[config.mk]
export PLATFORM = sky130hd
export DESIGN_NAME = sensor_poller
export DESIGN_NICKNAME = d
export VERILOG_FILES = /design/src/rtl/sp_pkg.sv /design/src/rtl/sp_word_chk.sv /design/src/rtl/sp_limiter.sv /design/src/rtl/sensor_poller.sv
export SDC_FILE = /design/constraint.sdc
export NUM_CORES = 1
export LEC_CHECK = 0
export ABC_AREA = 1
export BUFFER_PORTS_ARGS = -buffer_cell sky130_fd_sc_hd__clkbuf_2
export CORE_ASPECT_RATIO = 1.1
export CORE_MARGIN = 5
export CORE_UTILIZATION = 55
export CTS_CLUSTER_DIAMETER = 150
export DETAILED_ROUTE_END_ITERATION = 8
export PLACE_DENSITY = 0.83
export SLEW_MARGIN = 20
export SYNTH_ARGS = -nofsm -noshare
export SYNTH_HDL_FRONTEND = slang
export SYNTH_SLANG_ARGS = --single-unit
[constraint.sdc]
create_clock -name clk -period 1.8 [get_ports clk]
set_input_delay 0.36 -clock clk [delete_from_list [all_inputs] [get_ports clk]]
set_output_delay 0.36 -clock clk [all_outputs]
set_load 0.05 [all_outputs]
[src/rtl/sp_pkg.sv]
package sp_pkg;
    localparam int WORD_W = 32;
    localparam int MARK_W = 8;
    localparam int FAN_W  = 8;
    localparam int TEMP_W = 16;

    typedef enum logic [1:0] {
        ST_IDLE,
        ST_SETUP,
        ST_LOW,
        ST_HIGH
    } poll_st_e;
endpackage

[src/rtl/sp_word_chk.sv]
module sp_word_chk
    import sp_pkg::*;
#(
    parameter logic [MARK_W-1:0] MARKER = 8'h55
) (
    input  logic [WORD_W-1:0] word_i,
    output logic              ok_o,
    output logic [FAN_W-1:0]  fan_o,
    output logic [TEMP_W-1:0] temp_o
);
    localparam int TEMP_LO = 0;
    localparam int FAN_LO  = TEMP_LO + TEMP_W;
    localparam int MARK_LO = FAN_LO + FAN_W;

    always_comb begin
        ok_o   = (word_i[MARK_LO +: MARK_W] == MARKER);
        fan_o  = word_i[FAN_LO +: FAN_W];
        temp_o = word_i[TEMP_LO +: TEMP_W];
    end
endmodule

[src/rtl/sp_limiter.sv]
module sp_limiter #(
    parameter int unsigned REFRESH_CYC = 100_000_000
) (
    input  logic clk,
    input  logic rst_n,
    input  logic restart_i,
    output logic ready_o
);
    localparam int RW = $clog2(REFRESH_CYC + 1);

    logic [RW-1:0] rem_d, rem_q;

    always_comb begin
        rem_d = rem_q;
        if (restart_i)
            rem_d = RW'(REFRESH_CYC);
        else if (rem_q != '0)
            rem_d = rem_q - 1'b1;
    end

    always_ff @(posedge clk or negedge rst_n) begin
        if (!rst_n) rem_q <= '0;
        else        rem_q <= rem_d;
    end

    assign ready_o = (rem_q == '0);


    window_closed_chk: assert property (@(posedge clk) disable iff (!rst_n)
        restart_i |=> !ready_o);
endmodule

[src/rtl/sensor_poller.sv]
module sensor_poller
    import sp_pkg::*;
#(
    parameter int unsigned       SETUP_CYC   = 10_000_000,
    parameter int unsigned       PHASE_CYC   = 10_000,
    parameter int unsigned       REFRESH_CYC = 100_000_000,
    parameter logic [MARK_W-1:0] MARKER      = 8'h55
) (
    input  logic              clk,
    input  logic              rst_n,
    input  logic              req_i,
    output logic              cs_n_o,
    output logic              sclk_o,
    input  logic              sdata_i,
    output logic              busy_o,
    output logic              valid_o,
    output logic              err_o,
    output logic [FAN_W-1:0]  fan_o,
    output logic [TEMP_W-1:0] temp_o
);
    localparam int unsigned CNT_MAX = (SETUP_CYC > PHASE_CYC) ? SETUP_CYC : PHASE_CYC;
    localparam int CW = $clog2(CNT_MAX + 1);
    localparam int BW = $clog2(WORD_W);

    typedef struct packed {
        poll_st_e           st;
        logic [CW-1:0]      cnt;
        logic [BW-1:0]      bits;
        logic [WORD_W-1:0]  sh;
        logic               cs_n;
        logic               sclk;
        logic               valid;
        logic               err;
        logic [FAN_W-1:0]   fan;
        logic [TEMP_W-1:0]  temp;
    } poll_regs_t;

    poll_regs_t r_d, r_q;

    logic              lim_ready, lim_restart;
    logic              word_ok;
    logic [FAN_W-1:0]  word_fan;
    logic [TEMP_W-1:0] word_temp;

    sp_limiter #(.REFRESH_CYC(REFRESH_CYC)) u_lim (
        .clk       (clk),
        .rst_n     (rst_n),
        .restart_i (lim_restart),
        .ready_o   (lim_ready)
    );

    sp_word_chk #(.MARKER(MARKER)) u_chk (
        .word_i (r_q.sh),
        .ok_o   (word_ok),
        .fan_o  (word_fan),
        .temp_o (word_temp)
    );

    always_comb begin
        r_d         = r_q;
        r_d.valid   = 1'b0;
        r_d.err     = 1'b0;
        lim_restart = 1'b0;
        unique case (r_q.st)
            ST_IDLE: begin
                if (req_i) begin
                    if (lim_ready) begin
                        r_d.st   = ST_SETUP;
                        r_d.cnt  = '0;
                        r_d.bits = '0;
                        r_d.cs_n = 1'b0;
                    end else begin
                        r_d.valid = 1'b1;
                    end
                end
            end
            ST_SETUP: begin
                if (r_q.cnt == CW'(SETUP_CYC - 1)) begin
                    r_d.st  = ST_LOW;
                    r_d.cnt = '0;
                end else begin
                    r_d.cnt = r_q.cnt + 1'b1;
                end
            end
            ST_LOW: begin
                if (r_q.cnt == CW'(PHASE_CYC - 1)) begin
                    r_d.st   = ST_HIGH;
                    r_d.cnt  = '0;
                    r_d.sclk = 1'b1;
                    r_d.sh   = {r_q.sh[WORD_W-2:0], sdata_i};
                end else begin
                    r_d.cnt = r_q.cnt + 1'b1;
                end
            end
            ST_HIGH: begin
                if (r_q.cnt == CW'(PHASE_CYC - 1)) begin
                    r_d.cnt  = '0;
                    r_d.sclk = 1'b0;
                    if (r_q.bits == BW'(WORD_W - 1)) begin
                        r_d.st   = ST_IDLE;
                        r_d.cs_n = 1'b1;
                        if (word_ok) begin
                            r_d.fan     = word_fan;
                            r_d.temp    = word_temp;
                            r_d.valid   = 1'b1;
                            lim_restart = 1'b1;
                        end else begin
                            r_d.err = 1'b1;
                        end
                    end else begin
                        r_d.bits = r_q.bits + 1'b1;
                        r_d.st   = ST_LOW;
                    end
                end else begin
                    r_d.cnt = r_q.cnt + 1'b1;
                end
            end
            default: r_d.st = ST_IDLE;
        endcase
    end

    always_ff @(posedge clk or negedge rst_n) begin
        if (!rst_n) begin
            r_q       <= '0;
            r_q.st    <= ST_IDLE;
            r_q.cs_n  <= 1'b1;
        end else begin
            r_q <= r_d;
        end
    end

    assign cs_n_o  = r_q.cs_n;
    assign sclk_o  = r_q.sclk;
    assign busy_o  = ~r_q.cs_n;
    assign valid_o = r_q.valid;
    assign err_o   = r_q.err;
    assign fan_o   = r_q.fan;
    assign temp_o  = r_q.temp;

    // Phase-width observer: cycles since the last clock change or select fall.
    logic          sclk_prev_q, cs_prev_q;
    logic [CW:0]   gap_q;
    logic          clk_evt, sel_evt;

    assign clk_evt = (r_q.sclk != sclk_prev_q);
    assign sel_evt = cs_prev_q && !r_q.cs_n;

    always_ff @(posedge clk or negedge rst_n) begin
        if (!rst_n) begin
            sclk_prev_q <= 1'b0;
            cs_prev_q   <= 1'b1;
            gap_q       <= '0;
        end else begin
            sclk_prev_q <= r_q.sclk;
            cs_prev_q   <= r_q.cs_n;
            if (clk_evt || sel_evt)
                gap_q <= (CW+1)'(1);
            else if (gap_q != '1)
                gap_q <= gap_q + 1'b1;
        end
    end


    idle_clk_low_chk: assert property (@(posedge clk) disable iff (!rst_n)
        r_q.cs_n |-> !r_q.sclk);


    toggle_selected_chk: assert property (@(posedge clk) disable iff (!rst_n)
        !$stable(r_q.sclk) |-> !$past(r_q.cs_n));


    phase_width_chk: assert property (@(posedge clk) disable iff (!rst_n)
        clk_evt |-> (gap_q >= (CW+1)'(PHASE_CYC)));


    start_gated_chk: assert property (@(posedge clk) disable iff (!rst_n)
        $fell(r_q.cs_n) |-> $past(lim_ready));


    pulse_excl_chk: assert property (@(posedge clk) disable iff (!rst_n)
        !(r_q.valid && r_q.err));


    cache_hold_chk: assert property (@(posedge clk) disable iff (!rst_n)
        !$stable({r_q.fan, r_q.temp}) |-> r_q.valid);


    busy_sel_chk: assert property (@(posedge clk) disable iff (!rst_n)
        busy_o == !cs_n_o);
endmodule

; Yosys cells after proc, flatten, opt, wreduce, memory -nomap -nowiden
; Cells that the tools add are included.
[totals]
register_bits = 118
latch_bits = 0
ramBits = 0
mem_bits_ro = 0
input_bits = 4
out_inout_bits = 29
elab_cells = 74
memories = 0
[classes]
add_sub_neg = 3
multipliers = 0
div = 0
n_lt_le_gt_ge = 0
n_eq_ne = 14
shift = 0
mux = 32
bitwise_logic = 1
reduce_logical = 13
[op_table]
columns = op, n
row1 = 26-bit case mux with 4 select lines, 1
row2 = 24-bit two-way mux, 3
row3 = 31-bit two-way mux, 2
row4 = 27-bit two-way mux, 2
row5 = 28-bit two-way mux, 1
row6 = 27-bit logical NOT, 1
row7 = 27-bit nonzero test, 1
row8 = "27-bit by 1-bit subtractor with 27-bit output, second input constant", 1
row9 = 26-bit two-way mux, 1
row10 = 25-bit two-way mux, 1
row11 = "24-bit by 1-bit adder with 24-bit output, second input constant", 1
row12 = "24-bit by 14-bit equality test with 1-bit output, second input constant", 1
row13 = "24-bit equality test, second input constant", 1
row14 = 5-bit AND reduction, 3
row15 = "2-bit != test, second input constant", 7
row16 = 1-bit two-way mux, 11
row17 = 5-bit two-way mux, 2
row18 = 5-bit case mux with 2 select lines, 1
row19 = "8-bit by 7-bit equality test with 1-bit output, second input constant", 1
row20 = 2-bit two-way mux, 4
row21 = 1-bit case mux with 2 select lines, 3
row22 = 2-bit nonzero test, 3
row23 = "5-bit by 1-bit adder with 5-bit output, second input constant", 1
row24 = "5-bit equality test, second input constant", 1
row25 = 7 further kinds, 9

; Longest topological paths before layout
[logic_depth]
ltp_word = 6
depth_mapped = 13
mapped_depth_nobuf = 13

; Hierarchy
; From an unflattened synthesis, not the netlist that was laid out.
[hier_totals]
cells_unflattened = 884
area_unflattened_um2 = 6611.3
[by_module_without_submodules]
columns = module, n_inst, cells_each, area_per_inst_um2, seq_area_each_um2
row1 = sensor_poller, 1, 606, 4689.5, 2278.4
row2 = sp_limiter, 1, 245, 1707.9, 675.6
row3 = sp_word_chk, 1, 33, 214.0, 0.0

; Worst setup path after synthesis
; OpenSTA, ideal clock, no wires.
[synth_timing]
path_type = reg2reg
start = register u_lim.rem_q[0]
end = register r_q[81] (netlist bit)
setup_time_ns = 0.117
t_arrival_ns = 1.586
t_required_ns = 1.683
path_slack_ns = 0.097
stages_incl_launch_ff = 13
n_path_buf = 1
synth_period_minus_slack_ns = 1.703
path_cell_list = dfrtp_1 > inv_1 > ha_1 > nand2_2 > inv_4 > nand2_4 > nor2_4 > nand2_4 > nand2_4 > nand2_2 > buf_2 > nand2_1 > nand2_1
[synth_between]
elab_chain_cells = 3
[synth_rtl]
columns = item, line
row1 = from (decl), sp_limiter.sv:11  ; logic [RW-1:0] rem_d, rem_q;
row2 = from (signal assigned), sp_limiter.sv:23  ; else rem_q <= rem_d;
row3 = 27-bit logical NOT, sp_limiter.sv:26  ; assign ready_o = (rem_q == '0);
row4 = 2-bit != test (no source line), -
row5 = 2-bit AND reduction (no source line), -
row6 = to (signal assigned), sensor_poller.sv:128  ; r_q <= r_d;
row7 = to (decl), sensor_poller.sv:38  ; poll_regs_t r_d, r_q;
; Every way passes these cells.
; A chain may end at the register's enable or synchronous reset.

; Final worst setup path
[layout_timing]
start = register r_q[60] (netlist bit)
end = register r_q (netlist bit fan_o[6])
[layout_between]
elab_chain_cells = 2
[layout_rtl]
columns = item, line
row1 = 5-bit equality test, sensor_poller.sv:99  ; if (r_q.bits == BW'(WORD_W - 1)) begin
row2 = 4-bit AND reduction (no source line), -
; Every way passes these cells.

==> impl_results.md <==
- Status: complete, but fails checks
- Failing checks: negative setup slack
- Worst Hold Path Cells: 3
- Share of layout cells above drive strength 1: 29.6%
- Initial Utilization: 55.5%
- Die height: 125 um
- DR DRC count: 0
- Number of cells on the critical path: 12
- Clk sinks: 118
- Final setup viols: 67
- Top Ports: 33
- Drt first-iter violations: 984
- H-tree depth: 4
- Total number of vias: 6,716
- Final Critical Period: 2.06 ns
- Setup CP Type: reg2reg
- Yosys warns: 0
- Overall global routing resource usage: 23.8%
- First-pass GRT wire length: 27.4 mm
- Post-route setup slack: -0.262 ns
- CP peak stage delay: 0.36 ns
- Slew Limit Fails: 0
- Clk Latency, worst-skew pair: 0.44 ns
- Hpwl dp: 11.1 mm
- Rows: 42
- Largest net degree at the start of global routing: 44
- Reg2Reg Depth: 12
- Vias per cell: 6.00
- Fin nets: 966
- Hold WS: 0.207 ns
- Total power: 6450 uW
- Pwr dens: 756 nW/um^2
- Vias in the first global route: 5,872
- Post-Place Cells: 1,057
- Synthesized area per cell: 7.61 um^2
- Achievable frequency: 485 MHz
- Cell variety after synth: 38
- Post-synth top flop: dfrtp_1
- Initial antenna violation count: 0
- Peak VDD IR: 0.698 mV
- Worst-Margin Slew: 0.518 ns
- Delay-heaviest family, CP: simple AND/OR/NAND/NOR gates
- RSZ-0062 raised after global routing: true
- Crit end category: flop
- Final Non-Filler Cells: 1,120
- Synth Instances: 869
- TritonCTS Buffers: 17
- Leakage: 0.00435 uW
- Async S/R FF share, synth: 100%
- Clk root buf: clkbuf_16
- Worst path bufs/invs: 3
- Routed wire length: 21.7 mm
- IO Port Bufs: 32
- Max FO, Critical Path: 8
- Pre-antenna DRT Iters: 6
- Global route overflow: 0
- Most frequent cells in the layout: nand2_1 (174), dfrtp_1 (112), inv_1 (105)
- Crit path cell chain: ha_2, nand2_2, nor2_2, ha_2, nand2_2, inv_2, nand3b_1, nor2_4, buf_6, clkbuf_16, nor2_1, a21oi_1
- Final Cycle Share: 115%
- Final Hold Viols: 0
- Layout area overhead: 29.1%
- ANT nets after route: 0
- N_diodes: 0
- Max-Cap Viols: 0
- CP Data Arrival Time: 2.40 ns
- Bufs on Longest Clock Path: 2
- Netlist Area Pre-Place: 6620 um^2
- Normalized max-slew margin: 65.2%
- Most common cell after layout, fill and taps aside: nand2_1
- Die width: 115 um
- CTS clock-pin slew for the worst setup and hold paths: 0.07 ns
- Die area: 14,300 um^2
- Sequential fraction of the synthesis area: 44.7%
- CTS tree: done
- Avg WL per Cell: 19.4 um
- Hold Crit Class: in2reg
- Core Area: 11,900 um^2
- Routability Congestion: 0.968
- Critical-path top delay cell: dfrtp_1
- Post-synth EDFFs: 0
- FILL cells: 747
- WP data required: 2.14 ns
- Number of synthesized register bits: 118
- Clk_skew: 0.0176 ns
- Syn_nets: 882
- Worst setup SP type: flop
[final cells by class]
type / count / area (um^2) / area share, %
well taps: 154 / 193 / 2.26
flip-flops and latches: 118 / 2960 / 34.7
clock inverters: 11 / 173 / 2.02
clock buffers: 21 / 460 / 5.39
repair buffers: 113 / 1030 / 12.0
inverters: 125 / 484 / 5.67
multi-input cells: 578 / 3240 / 38.0
[kinds of logic after synthesis]
group	share of synthesized area [%]
AND/OR/NAND/NOR	29.3
XOR/XNOR	2.12
flip-flops	44.7
buffers and inverters	12.2
adder cells (fa/ha/maj)	1.70
AO/OA/AOI/OAI	10.0
[metal layers]
layer / up-vias / GRT usage, % / part of all wire (%)
met2: 525 / 40.0 / 49
met1: 3095 / 28.7 / 34
met5: - / 0 / 0
met3: 173 / 4.74 / 9.3
li1: 2923 / - / -
met4: 0 / 12.0 / 7.3
[synthesized netlist by cell type (all sizes together) (4+ instances only)]
library cell / count / area share [%]
a21oi: 42 / 3.4
buf: 45 / 4.9
dfrtp: 117 / 44
ha: 9 / 1.7
inv: 125 / 7.1
nand2: 194 / 12
nand3: 80 / 6.6
nand4: 16 / 1.5
nor2: 127 / 8.0
nor3: 7 / 0.53
nor4: 4 / 0.38
o211ai: 7 / 0.79
o21ai: 67 / 5.5
xnor2: 4 / 0.53
xor2: 12 / 1.6
[metrics by stage]
| stage | TNS [ns] | cell area (um^2) | utilization [%] | worst slack [ns] |
|---|---|---|---|---|
| floorplan | 0 | 6620 | - | 0.0969 |
| global placement | 0 | 7080 | 59.4 | 0.0523 |
| detailed placement | -0.373 | 7080 | 59.4 | -0.0576 |
| CTS | -0.942 | 7740 | 64.9 | -0.0719 |
| global route | -13.27 | 8540 | 71.6 | -0.363 |
| finish | -6.72 | 8540 | 71.6 | -0.262 |
[tightest hold or removal path, stage by stage]
cell and delay (ns):
clkbuf_2 0.08, nor2_1 0.09, a21oi_1 0.05
[repair_timing]
| item | 4_1_cts | 5_1_grt |
|---|---|---|
| buffers inserted | 1 | 20 |
| hold endpoints to repair | 31 | 0 |
| resized for setup | 3 | 127 |
| pin swaps | 0 | 21 |
| gates cloned | 0 | 9 |
| setup endpoints to repair | 31 | 108 |
| hold buffers | 1 | 0 |
[sequential cells by signal, indices dropped and copies added (netlist names)]
name and cells:
cs_n_o 1, err_o 1, fan_o 8, r_q 63
sclk_o 1, temp_o 16, u_lim.rem_q 27, valid_o 1
[worst paths after layout]
kind	start	end	slack, ns
hold / removal	sdata_i	r_q[28]$_DFFE_PN0P_	0.21
hold reg to reg	r_q[29]$_DFFE_PN0P_	r_q[29]$_DFFE_PN0P_	0.49
min in group asynchronous	rst_n	r_q[34]$_DFFE_PN0P_	0.43
max in group asynchronous	rst_n	r_q[74]$_DFFE_PN0P_	0.75
setup reg to reg	r_q[60]$_DFFE_PN0P_	fan_o[6]$_DFFE_PN0P_	-0.26
setup / recovery	r_q[60]$_DFFE_PN0P_	fan_o[6]$_DFFE_PN0P_	-0.26
[power by group]
group,internal (uW),switching (uW)
Clock,2390,1330
Combinational,16.7,57.3
Sequential,2650,0.298
Total,5060,1390
(Power assumes the default switching activity.)
